==> config.mk <==
export PLATFORM = sky130hd
export DESIGN_NAME = seclock_regblock
export DESIGN_NICKNAME = d
export VERILOG_FILES = /design/src/rtl/seclock_pkg.sv /design/src/rtl/seclock_lock.sv /design/src/rtl/seclock_merge.sv /design/src/rtl/seclock_key.sv /design/src/rtl/seclock_regblock.sv
export SDC_FILE = /design/constraint.sdc
export NUM_CORES = 1
export LEC_CHECK = 0
export ABC_AREA = 1
export BUFFER_PORTS_ARGS = -buffer_cell sky130_fd_sc_hd__buf_2
export CAP_MARGIN = 15
export CORE_UTILIZATION = 40
export CTS_CLUSTER_DIAMETER = 30
export DETAILED_ROUTE_END_ITERATION = 16
export HOLD_SLACK_MARGIN = 0.1
export PLACE_DENSITY = 0.77
export SLEW_MARGIN = 10
export SYNTH_ARGS = -nofsm -noshare
export SYNTH_HDL_FRONTEND = slang
export SYNTH_SLANG_ARGS = --single-unit
==> constraint.sdc <==
create_clock -name clk -period 1.7 [get_ports clk]
set_clock_uncertainty 0.2 [all_clocks]
set_input_delay 0.34 -clock clk [delete_from_list [all_inputs] [get_ports clk]]
set_output_delay 0.34 -clock clk [all_outputs]
set_load 0.01 [all_outputs]
==> src/rtl/seclock_pkg.sv <==
package seclock_pkg;

    localparam int unsigned WORD_W   = 32;
    localparam int unsigned N_GROUPS = 5;
    localparam int unsigned AES_LSB  = 9;
    localparam int unsigned AES_W    = 3;

    // Reset image: configuration-port enable, port mode and two fixed bits.
    localparam logic [WORD_W-1:0] CTRL_RESET = 32'h0C00_6000;
    // Bits that no write can change.
    localparam logic [WORD_W-1:0] CTRL_RO    = 32'h107F_6000;
    // Bits cleared by a bad unlock key: port enable and cipher-enable field.
    localparam logic [WORD_W-1:0] KEY_CLEAR  = 32'h0800_0E00;

    // Control bits frozen by each lock bit.
    function automatic logic [WORD_W-1:0] group_mask(input int unsigned g);
        case (g)
            0:       group_mask = 32'h0000_007F;
            1:       group_mask = 32'h0000_0080;
            2:       group_mask = 32'h0000_0100;
            3:       group_mask = 32'h0000_0E00;
            4:       group_mask = 32'h0000_1000;
            default: group_mask = '0;
        endcase
    endfunction

    typedef struct packed {
        logic [WORD_W-1:0] ctrl;
        logic              warn;
    } ctrl_state_t;

endpackage

==> src/rtl/seclock_lock.sv <==
module seclock_lock #(
    parameter int unsigned N_GROUPS = 5
) (
    input  logic                clk,
    input  logic                rst_n,
    input  logic                wr_en,
    input  logic [N_GROUPS-1:0] wr_bits,
    output logic [N_GROUPS-1:0] lock_q
);

    logic [N_GROUPS-1:0] lock_d;

    always_comb begin
        lock_d = lock_q;
        if (wr_en) begin
            lock_d = lock_q | wr_bits;
        end
    end

    always_ff @(posedge clk or negedge rst_n) begin
        if (!rst_n) begin
            lock_q <= '0;
        end else begin
            lock_q <= lock_d;
        end
    end

    // no lock bit ever falls while out of reset
    p_lock_sticky_r3: assert property (@(posedge clk) disable iff (!rst_n)
        1'b1 |=> ((lock_q & $past(lock_q)) == $past(lock_q)));

endmodule

==> src/rtl/seclock_merge.sv <==
module seclock_merge
    import seclock_pkg::*;
#(
    parameter int unsigned N_GROUPS = 5
) (
    input  logic [WORD_W-1:0]   cur,
    input  logic [WORD_W-1:0]   wdata,
    input  logic [N_GROUPS-1:0] lock,
    output logic [WORD_W-1:0]   nxt
);

    logic [N_GROUPS-1:0][WORD_W-1:0] part;
    logic [WORD_W-1:0]               keep;

    for (genvar g = 0; g < N_GROUPS; g++) begin : g_grp
        assign part[g] = lock[g] ? group_mask(g) : '0;
    end

    always_comb begin
        keep = CTRL_RO;
        for (int i = 0; i < N_GROUPS; i++) begin
            keep = keep | part[i];
        end
        nxt = (cur & keep) | (wdata & ~keep);
    end

endmodule

==> src/rtl/seclock_key.sv <==
module seclock_key
    import seclock_pkg::*;
#(
    parameter logic [WORD_W-1:0] UNLOCK_KEY = 32'h757B_DF0D
) (
    input  logic              key_we,
    input  logic [WORD_W-1:0] wdata,
    output logic              key_bad
);

    always_comb begin
        key_bad = key_we && (wdata != UNLOCK_KEY);
    end

endmodule

==> src/rtl/seclock_regblock.sv <==
module seclock_regblock
    import seclock_pkg::*;
#(
    parameter int unsigned       ADDR_W     = 2,
    parameter logic [ADDR_W-1:0] ADDR_CTRL  = 2'd0,
    parameter logic [ADDR_W-1:0] ADDR_LOCK  = 2'd1,
    parameter logic [ADDR_W-1:0] ADDR_KEY   = 2'd2,
    parameter logic [WORD_W-1:0] UNLOCK_KEY = 32'h757B_DF0D
) (
    input  logic                clk,
    input  logic                rst_n,
    input  logic [ADDR_W-1:0]   bus_addr,
    input  logic                bus_we,
    input  logic [WORD_W-1:0]   bus_wdata,
    output logic [WORD_W-1:0]   bus_rdata,
    output logic [WORD_W-1:0]   ctrl_out,
    output logic [N_GROUPS-1:0] lock_out,
    output logic                aes_warn
);

    ctrl_state_t       st_d, st_q;
    logic              wr_ctrl, wr_lock, wr_key;
    logic              key_bad;
    logic [WORD_W-1:0] merged;
    logic [AES_W-1:0]  aes_next;

    assign wr_ctrl = bus_we && (bus_addr == ADDR_CTRL);
    assign wr_lock = bus_we && (bus_addr == ADDR_LOCK);
    assign wr_key  = bus_we && (bus_addr == ADDR_KEY);

    seclock_lock #(.N_GROUPS(N_GROUPS)) u_lock (
        .clk     (clk),
        .rst_n   (rst_n),
        .wr_en   (wr_lock),
        .wr_bits (bus_wdata[N_GROUPS-1:0]),
        .lock_q  (lock_out)
    );

    seclock_merge #(.N_GROUPS(N_GROUPS)) u_merge (
        .cur   (st_q.ctrl),
        .wdata (bus_wdata),
        .lock  (lock_out),
        .nxt   (merged)
    );

    seclock_key #(.UNLOCK_KEY(UNLOCK_KEY)) u_key (
        .key_we  (wr_key),
        .wdata   (bus_wdata),
        .key_bad (key_bad)
    );

    assign aes_next = merged[AES_LSB +: AES_W];

    always_comb begin
        st_d      = st_q;
        st_d.warn = 1'b0;
        if (wr_ctrl) begin
            st_d.ctrl = merged;
            st_d.warn = (aes_next != '0) && (aes_next != '1);
        end else if (key_bad) begin
            st_d.ctrl = st_q.ctrl & ~KEY_CLEAR;
        end
    end

    always_ff @(posedge clk or negedge rst_n) begin
        if (!rst_n) begin
            st_q.ctrl <= CTRL_RESET;
            st_q.warn <= 1'b0;
        end else begin
            st_q <= st_d;
        end
    end

    always_comb begin
        bus_rdata = '0;
        if (bus_addr == ADDR_CTRL) begin
            bus_rdata = st_q.ctrl;
        end else if (bus_addr == ADDR_LOCK) begin
            bus_rdata[N_GROUPS-1:0] = lock_out;
        end
    end

    assign ctrl_out = st_q.ctrl;
    assign aes_warn = st_q.warn;

    // read-only bits never move
    p_ro_stable_r2: assert property (@(posedge clk) disable iff (!rst_n)
        $stable(st_q.ctrl & CTRL_RO));

    // a locked group holds unless a bad key arrives
    for (genvar g = 0; g < N_GROUPS; g++) begin : g_hold
        p_group_hold_r4: assert property (@(posedge clk) disable iff (!rst_n)
            (lock_out[g] && !key_bad) |=>
            (((st_q.ctrl ^ $past(st_q.ctrl)) & group_mask(g)) == '0));
    end

    // a bad key leaves the sensitive bits at zero
    p_bad_key_clears_r7: assert property (@(posedge clk) disable iff (!rst_n)
        key_bad |=> ((st_q.ctrl & KEY_CLEAR) == '0));

    // the warning follows a control write with an inconsistent field
    p_warn_cause_r8: assert property (@(posedge clk) disable iff (!rst_n)
        aes_warn |-> ($past(wr_ctrl) &&
                      (ctrl_out[AES_LSB +: AES_W] != '0) &&
                      (ctrl_out[AES_LSB +: AES_W] != '1)));

    // an idle bus changes no state
    p_idle_r10: assert property (@(posedge clk) disable iff (!rst_n)
        !bus_we |=> ($stable(st_q.ctrl) && $stable(lock_out)));

endmodule

== After elaboration in Yosys (flattened, before gate mapping) ==
Cells that the tools add are included.
W data, S select, Z words.

* Output and inout port bits: 70
* Bits of input ports: 37
* Flip-flop bits (word level): 38

* Muxes and demuxes: 11
* Reduce and logical (&&, ||, !) cells: 8
* Bitwise logic cells: 9
* Equal/unequal tests: 4

{| class="wikitable"
|+ Operator list
! cell !! count
|-
| $or A32 B32 Y32 || 5
|-
| $and A32 B32 Y32 || 2
|-
| $mux W32 || 1
|-
| $ne A32 B31 Y1 const B || 1
|-
| $not A32 Y32 || 1
|-
| $mux W28 || 1
|-
| $mux W27 || 1
|-
| $mux W13 || 1
|-
| $mux W12 || 1
|-
| $mux W5 || 2
|-
| $mux W9 || 1
|-
| $mux W8 || 1
|-
| $mux W7 || 1
|-
| $logic_and A1 B1 Y1 || 5
|-
| $or A5 B5 Y5 || 1
|-
| $ne A3 B3 Y1 const B || 1
|-
| $reduce_bool A3 Y1 || 1
|-
| $eq A2 B1 Y1 const B || 1
|-
| $eq A2 B2 Y1 const B || 1
|-
| $logic_not A2 Y1 || 1
|-
| $reduce_bool A2 Y1 || 1
|-
| $mux W1 || 1
|}

== Depth between registers and ports, before layout ==
Gate-level depths: netlist of the first run.

* Depth after elaboration: 11
* Gate-level depth with buffers: 9
* Gate-level depth less buffers: 9

== Cells and area by module ==
From an unflattened synthesis of the first run, not the netlist that was laid out.

* Cells, all modules: 351
* Area total of the unflattened synthesis: 2,364.8 µm²

{| class="wikitable"
|+ By module, submodules not included
! module !! sequential area each (µm²) !! instances !! cells an instance !! area an instance (µm²)
|-
| seclock_regblock || 830.8 || 1 || 223 || 1,686.6
|-
| seclock_merge || 0.0 || 1 || 64 || 319.1
|-
| seclock_lock || 125.1 || 1 || 20 || 181.4
|-
| seclock_key || 0.0 || 1 || 44 || 177.7
|}

== Worst setup path after synthesis of the first run ==
Ideal clock, no wire load.

* Kind: input -> output
* Start: input port bus_addr[0]
* End: output port bus_rdata[1]
* Slack: 0.160 ns
* Cell stages on the path: 4
* Arrival time: 1.000 ns
* Required time: 1.160 ns
* Path through: nor2_4 inv_1 buf_2 o22ai_1

* Cells in the longest elaborated chain, start to end: 3
* Elaborated cells between the ends (all ways): 4
* Classes of those cells: eq/ne: 1; mux: 2; reduce/logical: 1

{| class="wikitable"
|+ Ends and longest elaborated chain
! item !! line !! RTL
|-
| start, declared || seclock_regblock.sv:12 || <nowiki>input logic [ADDR_W-1:0] bus_addr,</nowiki>
|-
| $eq A2 B1 Y1 || seclock_regblock.sv:78 || <nowiki>end else if (bus_addr == ADDR_LOCK) begin</nowiki>
|-
| $mux W5 || seclock_regblock.sv:78 ||
|-
| $mux W5 (*) || seclock_regblock.sv:76 || <nowiki>if (bus_addr == ADDR_CTRL) begin</nowiki>
|-
| end, declared || seclock_regblock.sv:15 || <nowiki>output logic [WORD_W-1:0] bus_rdata,</nowiki>
|}

Every way passes the cells marked *; elsewhere a longest branch is shown, timed or not.

== Worst setup path in the final report of the first run ==
* Start: input port bus_addr[0]
* End: output port bus_rdata[30]

* Cells in the longest elaborated chain, start to end: 2

{| class="wikitable"
|+ Ends and longest elaborated chain
! item !! line
|-
| $logic_not A2 Y1 || seclock_regblock.sv:76
|-
| $mux W27 || seclock_regblock.sv:76
|}

No other way between the ends.

==> summary.md, run 1 <==
| Metric | Value |
|---|---|
| Outcome | `finished, final reports clean` |
| Vias in the first global route | `approximately 1.5k` |
| Most numerous cell in the Yosys netlist | `nand2_1` |
| Seq cells post-synth | `28` |
| Wire per inst | `about 11 µm` |
| Maximum VDD drop | `roughly 0.31 mV` |
| Placed Area | `roughly 2000 µm²` |
| Fin util | `approximately three fifths` |
| Initial DRT Pass Iterations | `4` |
| Met2 usage | `between 30% and 40%` |
| Root Driver | `clkbuf_8` |
| Post-synth EDFFs | `0` |
| Finish-stage setup viols | `0` |
| Maxcap violations | `0` |
| Leak Pwr | `1.29 nW` |
| Crit path max fanout | `14` |
| Pwr dens | `about 650 nW/µm²` |
| Via density | `4.43` |
| Post-Syn Instances | `217` |
| Buffers on Ports | `around 90` |
| Warnings, synthesis | `0` |
| Ant diodes | `0` |
| I/O pin count | `~110` |
| DR vias | `approximately 1.6k` |
| Most frequent cells after synthesis | `nand2_1, inv_1, nor2_1, dfrtp_1, buf_4` |
| CP max-delay cell | `buf_12` |
| Crit end category | `output port` |
| Placed Cells | `349` |
| Setup TNS | `0 ns` |
| RSZ-0062 raised after global routing | `yes` |
| Met3 usage in global routing | `approximately 3.3%` |
| Final-report max-slew violation count | `0` |
| Register area share after synthesis | `between 40 and 50%` |
| Antenna violations before repair | `0` |
| Top cell by count, worst path | `buf_2` |
| Die footprint | `~4300 µm²` |
| Post-synth ARST share | `100%` |
| Critical Path, Cell by Cell | `buf_2 -> nor2_4 -> inv_1 -> buf_12 -> nor2_1 -> buf_2` |
| F_max | `about 600 MHz` |
| H-tree Lvls | `1` |
| Post-Route WL | `a little over 4000 µm` |
| First-pass GRT wire length | `6390 µm` |
| Largest area contributor in the synthesized netlist | `dfrtp_1` |
| Grt ovf | `0` |
| Area of the core | `between 3000 and 4000 µm²` |
| Worst-path clk slew | `about 0.1 ns` |
| Layout overhead on the synthesized area | `36.2%` |
| Slew Limit Headroom | `between 50 and 60%` |
| Worst Tran Pin Value | `about 0.64 ns` |
| Crit path DAT | `between 1 and 1.5 ns` |
| Die H | `about 66 µm` |
| Non-Filler Instances | `around 370` |
| Min-Delay Path Class | `primary input to register` |
| Initial core utilization | `between 40% and 50%` |
| Initial DRC Count | `32` |
| CTS buffer count | `3` |
| DR DRC count | `0` |
| Die Width | `~66 µm` |
| Crit path launch type | `primary input` |
| Synth top area share | `roughly two fifths` |
| Grt peak-use layer | `met2` |
| Period minus WS final | `about 1.7 ns` |
| Top_reg_cell synth | `dfrtp_1` |
| CP peak stage delay | `~0.19 ns` |
| CTS tree | `yes` |
| Setup CP Type | `primary input to output port` |
| Required time worst endpoint | `1.16 ns` |
| Clk buf depth | `2` |
| Largest net degree at the start of global routing | `29` |
| Final nets | `around 360` |
| DP HPWL | `between 3000 and 4000 µm` |
| Final hold vios | `0` |
| Final period util | `98.9%` |
| Unique cell type count in the Yosys netlist | `21` |
| Synthesized cell area | `~1600 µm²` |
| Fraction of layout cells with a size suffix above 1 | `between 30% and 40%` |
| Top cells by area, synth | `dfrtp_1, nand2_1, buf_4` |
| Final instance area | `between 2000 and 2500 µm²` |
| Clock Latency Late Sink | `between 0.2 and 0.3 ns` |
| Antenna Violating Nets Remaining | `0` |
| Clock Sinks | `28` |
| Row count | `22` |
| GRT Overall Usage | `about 19%` |
| Synthesized area per cell | `roughly 7.5 µm²` |
| Gpl congestion | `0.745` |
| Met1 Use GR | `22.2%` |
## placed cells by master, fill, tap and decap left out, drive strengths merged
master / instances
inv: 38
nor2: 35
o21ai: 20
conb: 18
o22ai: 5
dlygate4sd3: 11
buf: 94
dfstp: 2
clkbuf: 4
nand2: 54
nand4: 2
a21oi: 3
dfrtp: 26
a31oi: 1
nand3: 5
## worst max-delay path, delay by kind of cell
kind / cells / cell delay (ns)
buffers and inverters: 4 / 0.60
AND/OR/NAND/NOR: 2 / 0.20
## cells by family after synthesis
logic type | Yosys count | synth area share (%)
DFF | 28 | 43.2
and+or+nand+nor | 96 | 24.8
other | 2 | 0.462
buffers and inverters | 62 | 20.5
AOI/OAI and AO/OA | 29 | 10.9
## cell type report
type                    count  area (µm²)
inverters                  38         145
repair buffers            105         611
well taps                  48        60.1
multi-input cells         143         652
fillers                   353        1560
clock buffers               4        45.0
flip-flops and latches     28         703
## worst paths after layout
kind / from / to / slack, ns / cells after the start
min in group asynchronous: rst_n / ctrl_out[2] / 0.42 / 2
worst min-delay path: bus_wdata[0] / ctrl_out[0] / 0.11 / 3
max in group asynchronous: rst_n / ctrl_out[24] / 0.47 / 2
worst min register to register: ctrl_out[27] / ctrl_out[27] / 0.28 / 2
worst max-delay path: bus_addr[0] / bus_rdata[30] / 0.02 / 6
worst max register to register: u_lock.lock_q[3] / aes_warn / 0.35 / 5
## power breakdown
part | total, mW | internal (mW) | switching (mW)
combinational | 0.337 | 0.140 | 0.197
sequential | 0.734 | 0.712 | 0.0220
clock | 0.370 | 0.168 | 0.203
total | 1.44 | 1.02 | 0.422
## per-stage QoR
| stage | total power [mW] | setup WS (ns) | hold slack [ns] |
|---|---|---|---|
| after floorplan | 0.934 | 0.160 | -0.156 |
| after global placement | 1.06 | 0.0777 | 0.188 |
| after detailed placement | 1.06 | 0.0321 | 0.198 |
| after CTS | 1.45 | 0.00437 | 0.111 |
| after global routing | 1.54 | -0.0445 | 0.107 |
| final | 1.44 | 0.0195 | 0.112 |
## state kept, by name, indices dropped and copies added (netlist names)
signal,count
aes_warn,1
ctrl_out,22
u_lock.lock_q,5
## metal layers
layer,vias up,share of wire (%)
met1,727,44
met5,-,0
met3,4,7.1
met2,71,48
met4,0,0.69
li1,820,-
## timing repair
item	CTS	global route
setup endpoints to repair	0	20
hold buffers	11	0
hold endpoints to repair	36	0
buffers inserted	0	3
resized for setup	0	2
No activity file was read; power rests on OpenSTA's default activity.
==> inputs of run 2 (changes only) <==
--- a/config.mk
+++ b/config.mk
@@ -5,14 +5,13 @@
 export SDC_FILE = /design/constraint.sdc
 export NUM_CORES = 1
 export LEC_CHECK = 0
-export ABC_AREA = 1
 export BUFFER_PORTS_ARGS = -buffer_cell sky130_fd_sc_hd__buf_2
 export CAP_MARGIN = 15
 export CORE_UTILIZATION = 40
 export CTS_CLUSTER_DIAMETER = 30
 export DETAILED_ROUTE_END_ITERATION = 16
 export HOLD_SLACK_MARGIN = 0.1
-export PLACE_DENSITY = 0.77
+export PLACE_DENSITY = 0.76
 export SLEW_MARGIN = 10
 export SYNTH_ARGS = -nofsm -noshare
 export SYNTH_HDL_FRONTEND = slang
==> summary.md, run 2 <==
| Metric | Value |
|---|---|
| Crit end category | `register` |
| Slew Limit Headroom | `58.2% (+0.63 points)` |
| Initial core utilization | `41.5% (-1.7 points)` |
| Period minus WS final | `1.66 ns (-0.0212 ns)` |
| Crit path DAT | `1.68 ns (+0.54 ns)` |
| Worst Setup SP | `bus_wdata[12]` |
| Unique cell type count in the Yosys netlist | `34 (+62%)` |
| Clk buf depth | `2 (unchanged)` |
| Post-Syn Instances | `148 (-32%)` |
| Pwr dens | `925 nW/µm² (+42%)` |
| Setup slack, reg-to-reg | `0.31 ns (-0.04 ns)` |
| Initial DRT Pass Iterations | `4 (unchanged)` |
| Warnings, synthesis | `0 (unchanged)` |
| CTS buffer count | `3 (unchanged)` |
| Worst flop-to-flop path endpoint | `aes_warn` |
| Reg2Reg Depth | `3 (-2)` |
| Setup TNS | `0 ns (unchanged)` |
| Reg area | `706 µm² (+0.36%)` |
| Placed Cells | `284 (-19%)` |
| Synth top area share | `39.2% (-0.78 points)` |
| Fill count | `351 (-0.57%)` |
| Post-Route WL | `3740 µm (-8.4%)` |
| Max reg flops | `22 (unchanged)` |
| Row count | `23 (+4.5%)` |
| Crit path launch type | `primary input` |
| DR DRC count | `0 (unchanged)` |
| Via density | `4.70 (+6.1%)` |
| Layout overhead on the synthesized area | `35.5%` |
| Final period util | `97.6% (-1.2 points)` |
| Post-synth ARST share | `100% (unchanged)` |
| Setup CP Type | `primary input to register` |
| Non-Filler Instances | `297 (-19%)` |
| Die H | `66.4 µm (+0.96%)` |
| First-pass GRT wire length | `5710 µm (-11%)` |
| Maxcap violations | `0 (unchanged)` |
| Register area share after synthesis | `42.4% (-0.85 points)` |
| Crit path max fanout | `4 (-10)` |
| Maximum VDD drop | `0.480 mV (+53%)` |
| Fraction of layout cells with a size suffix above 1 | `51.8% (+16 points)` |
| Die Width | `66.4 µm (+0.96%)` |
| Leak Pwr | `1.23 nW (-4.7%)` |
| Synthesized area per cell | `11.2 µm² (+50%)` |
| Clock Latency Late Sink | `0.27 ns (about the same)` |
| Outcome | `finished, final reports clean` |
| Antenna violations before repair | `0 (unchanged)` |
| Gpl congestion | `0.824 (+11%)` |
| Fin util | `56.2% (-2.6 points)` |
| Largest net degree at the start of global routing | `29 (unchanged)` |
| Multi-input logic area | `840 µm² (+29%)` |
| CP max-delay cell | `dlygate4sd3_1` |
| Worst r2r src | `ctrl_out[11]` |
| Critical Path, Cell by Cell | `dlygate4sd3_1 -> buf_2 -> nand3_1 -> nor4_4 -> a21o_1` |
| Wire per inst | `12.6 µm (+13%)` |
| Synthesized cell area | `1660 µm² (+2.0%)` |
| Min-Delay Path Class | `primary input to register` |
| CP peak stage delay | `0.55 ns (+0.36 ns)` |
| Buffers on Ports | `88 (unchanged)` |
| DR vias | `1397 (-14%)` |
| RSZ-0062 raised after global routing | `no` |
| Top_reg_cell synth | `dfrtp_1` |
| H-tree Lvls | `1 (unchanged)` |
| Clock Sinks | `28 (unchanged)` |
| Most frequent cells after synthesis | `dfrtp_1, buf_4, and2_1` |
| CTS tree | `yes` |
| Area of the core | `4000 µm² (+6.1%)` |
| I/O pin count | `107 (unchanged)` |
| Worst Tran Pin Value | `0.626 ns (-0.00948 ns)` |
| Ant diodes | `0 (unchanged)` |
| Hold_ws | `0.114 ns (+0.00229 ns)` |
| Worst Slack Setup Final | `0.0407 ns (+0.0212 ns)` |
| Top cells by area, synth | `dfrtp_1, buf_4, mux2_4` |
| Largest area contributor in the synthesized netlist | `dfrtp_1` |
| Most common cell after layout, fill and taps aside | `buf_2` |
| GRT Overall Usage | `17.2% (-2.1 points)` |
| Placed Area | `2100 µm² (+3.1%)` |
| Pre-CTS setup slack | `0.0242 ns (-0.00786 ns)` |
| Most numerous cell in the Yosys netlist | `dfrtp_1` |
| Final instance area | `2250 µm² (+1.5%)` |
| Initial DRC Count | `48 (+50%)` |
| Root Driver | `clkbuf_8` |
| Die footprint | `4410 µm² (+1.9%)` |
| Total Power | `2.08 mW (+44%)` |
| F_max | `603 MHz (+1.3%)` |
| Grt ovf | `0 (unchanged)` |
| Most frequent cells in the layout | `buf_2, dfrtp_1, conb_1` |
| DP HPWL | `2900 µm (-4.6%)` |
| Final hold vios | `0 (unchanged)` |
| Vias in the first global route | `1228 (-18%)` |
| Post-synth EDFFs | `0 (unchanged)` |
| Seq cells post-synth | `28 (unchanged)` |
| Antenna Violating Nets Remaining | `0 (unchanged)` |
| Final-report max-slew violation count | `0 (unchanged)` |
| Finish-stage setup viols | `0 (unchanged)` |
| Capture point of the worst path | `ctrl_out[11]` |
| Final nets | `285 (-20%)` |
| Worst-path clk slew | `0.10 ns (about the same)` |
| Required time worst endpoint | `1.72 ns (+0.56 ns)` |
-- run 2: changes by cell type after synthesis, sizes merged, moves of 5 or more --
| cell | before | now |
|---|---|---|
| a21o | 0 | 9 |
| and2 | 0 | 17 |
| inv | 38 | 0 |
| mux2 | 0 | 18 |
| mux2i | 0 | 5 |
| nand2 | 54 | 5 |
| nor2 | 35 | 12 |
| o21ai | 20 | 4 |
| o22ai | 5 | 0 |
-- run 2: cells by family after synthesis --
logic type,Yosys count,share of synthesized area [%]
buffers and inverters,24,10.6
other,2,0.453
multiplexers,23,17.0
AND/OR/NAND/NOR,54,22.5
flip-flops,28,42.4
AO/OA/AOI/OAI,17,7.01
-- run 2: what timing repair did --
action,CTS,global route
gates resized for setup,1,1
hold buffers,5,3
buffers inserted,0,1
setup endpoints to repair,1,4
endpoints found under the hold margin,30,3
pin swaps,0,1
-- run 2: final cells by class --
cell class	count	share of cell area (%)
flip-flops and latches	28	31.4
clock buffers	4	2.45
multi-input cells	112	37.3
well taps	50	2.78
repair buffers	103	26.0
-- run 2: how the worst min path moves through the flow --
stage,start,slack (ns),cells after the start,endpoint
final,bus_wdata[26],0.11,2,ctrl_out[26]
after global routing,bus_wdata[24],0.10,2,ctrl_out[24]
after CTS,bus_wdata[23],0.10,2,ctrl_out[23]
after detailed placement,rst_n,0.19,1,ctrl_out[0]
after global placement,rst_n,0.18,1,ctrl_out[3]
after floorplan,rst_n,-0.16,0,aes_warn
-- run 2: critical path, delay by kind of cell --
family,cells,cell delay (ns)
buf+inv,2,0.67
compound gates,1,0.17
simple gates,2,0.49
-- run 2: layer usage --
| layer | global-route usage, % | part of all wire [%] | up-vias |
|---|---|---|---|
| li1 | - | - | 676 |
| met1 | 20.6 | 43 | 660 |
| met2 | 30.9 | 49 | 55 |
| met3 | 3.10 | 6.1 | 6 |
| met4 | 5.59 | 1.6 | 0 |
| met5 | 0 | 0 | - |
-- run 2: power breakdown --
part	leakage, nW	switching [mW]	internal (mW)
logic	0.884	0.334	0.381
registers	0.315	0.128	0.823
clock network	0.0288	0.206	0.207
==> inputs of run 3 (changes only) <==
--- a/config.mk
+++ b/config.mk
@@ -11,7 +11,8 @@
 export CTS_CLUSTER_DIAMETER = 30
 export DETAILED_ROUTE_END_ITERATION = 16
 export HOLD_SLACK_MARGIN = 0.1
-export PLACE_DENSITY = 0.76
+export PLACE_DENSITY = 0.72
+export SKIP_CTS_REPAIR_TIMING = 1
 export SLEW_MARGIN = 10
 export SYNTH_ARGS = -nofsm -noshare
 export SYNTH_HDL_FRONTEND = slang
==> summary.md, run 3 (synthesis results as in run 2) <==
| Metric | Value |
|---|---|
| Pwr dens | `938 nW/µm² (+1.4%)` |
| Antenna violations before repair | `0 (unchanged)` |
| Final-report max-slew violation count | `0 (unchanged)` |
| H-tree Lvls | `1 (unchanged)` |
| Grt ovf | `0 (unchanged)` |
| Worst Setup SP | `u_lock.lock_q[3]` |
| Post-Route WL | `3700 µm (-1.0%)` |
| CTS tree | `yes` |
| Crit end category | `output port` |
| Period minus WS final | `1.62 ns (-0.0431 ns)` |
| CP max-delay cell | `dfrtp_2` |
| CP peak stage delay | `0.48 ns (-0.07 ns)` |
| Crit path max-delay family | `flip-flops` |
| First-pass GRT wire length | `5720 µm (+0.12%)` |
| Required time worst endpoint | `1.16 ns (-0.56 ns)` |
| DP HPWL | `2950 µm (+1.8%)` |
| Root Driver | `clkbuf_8` |
| Clock Latency Late Sink | `0.27 ns (about the same)` |
| Slew Limit Headroom | `57.3% (-0.90 points)` |
| Layout overhead on the synthesized area | `32.4%` |
| CP bufs+invs | `1 (-1)` |
| DR vias | `1380 (-1.2%)` |
| Area of the core | `4000 µm² (unchanged)` |
| Setup slack, reg-to-reg | `0.33 ns (+0.02 ns)` |
| Worst Tran Pin Value | `0.640 ns (+0.0134 ns)` |
| Fraction of layout cells with a size suffix above 1 | `52.7% (+0.85 points)` |
| Antenna Violating Nets Remaining | `0 (unchanged)` |
| Finish-stage setup viols | `0 (unchanged)` |
| Row count | `23 (unchanged)` |
| GRT Overall Usage | `17.3% (+0.097 points)` |
| Fill count | `374 (+6.6%)` |
| Hold_ws | `0.0967 ns (-0.0175 ns)` |
| Clk buf depth | `2 (unchanged)` |
| RSZ-0062 raised after global routing | `no` |
| Min-Delay Path Class | `primary input to register` |
| Crit path max fanout | `9 (+5)` |
| Final period util | `95.1% (-2.5 points)` |
| Clock Sinks | `28 (unchanged)` |
| Leak Pwr | `1.21 nW (-1.6%)` |
| Maxcap violations | `0 (unchanged)` |
| Initial DRC Count | `37 (-23%)` |
| DR DRC count | `0 (unchanged)` |
| Setup CP Type | `register to output port` |
| Vias in the first global route | `1238 (+0.81%)` |
| Worst r2r src | `ctrl_out[11]` |
| Gpl congestion | `0.705 (-14%)` |
| Largest net degree at the start of global routing | `29 (unchanged)` |
| Critical Path, Cell by Cell | `mux2i_1 -> nor2_1 -> buf_2` |
| Initial core utilization | `41.5% (unchanged)` |
| I/O pin count | `107 (unchanged)` |
| Outcome | `finished, final reports clean` |
| Initial DRT Pass Iterations | `4 (unchanged)` |
| Die footprint | `4410 µm² (unchanged)` |
| Buffers on Ports | `88 (unchanged)` |
| Final nets | `281 (-1.4%)` |
| Hold path startpoint | `bus_wdata[0]` |
| Final hold vios | `0 (unchanged)` |
| CTS buffer count | `3 (unchanged)` |
| Maximum VDD drop | `0.601 mV (+25%)` |
| Setup TNS | `0 ns (unchanged)` |
| Die H | `66.4 µm (unchanged)` |
| Worst-path clk slew | `0.09 ns (about the same)` |
| Max reg flops | `22 (unchanged)` |
| Most frequent cells in the layout | `buf_2, dfrtp_1, conb_1` |
| Via density | `4.71 (+0.13%)` |
| F_max | `619 MHz (+2.7%)` |
| Crit path DAT | `1.08 ns (-0.60 ns)` |
| Die Width | `66.4 µm (unchanged)` |
| Wire per inst | `12.6 µm (+0.31%)` |
| Most common cell after layout, fill and taps aside | `buf_2` |
| Crit path launch type | `register` |
| Ant diodes | `0 (unchanged)` |
## run 3: worst paths after layout
| path | to | cells after the start |
|---|---|---|
| max in group asynchronous | u_lock.lock_q[0] | 2 |
| max | bus_rdata[3] | 3 |
| min reg2reg | u_lock.lock_q[1] | 1 |
| min in group asynchronous | ctrl_out[3] | 2 |
| min | u_lock.lock_q[0] | 2 |
| max reg2reg | aes_warn | 3 |
## run 3: through the flow
stage	util, %	cells	area (µm²)	power [mW]	setup WS, ns
2_1_floorplan	-	164	1720	1.37	0.0877
3_3_place_gp	52.5	285	2100	1.65	0.0517
3_5_place_dp	52.5	285	2100	1.66	0.0290
4_1_cts	53.8	289	2150	2.08	0.00420
5_1_grt	54.9	293	2200	2.20	0.00306
6_report	54.9	293	2200	2.06	0.0838
## run 3: metal layers
metal	routed length [µm]	GRT usage (%)
met2	1830	31.0
met3	255	4.14
met4	25	3.99
met1	1590	20.8
met5	0	0
## run 3: power breakdown
part           internal [mW]  switching [mW]
Sequential             0.823           0.129
Clock                  0.207           0.201
Combinational          0.371           0.327
## run 3: final cells by class
cell class                      count  area [µm²]  share of cell area [%]
Multi-Input combinational cell    112         840                    38.2
Sequential cell                    28         706                    32.1
Timing Repair Buffer               99         533                    24.3
Tap cell                           50        62.6                    2.85
Clock buffer                        4        55.1                    2.51
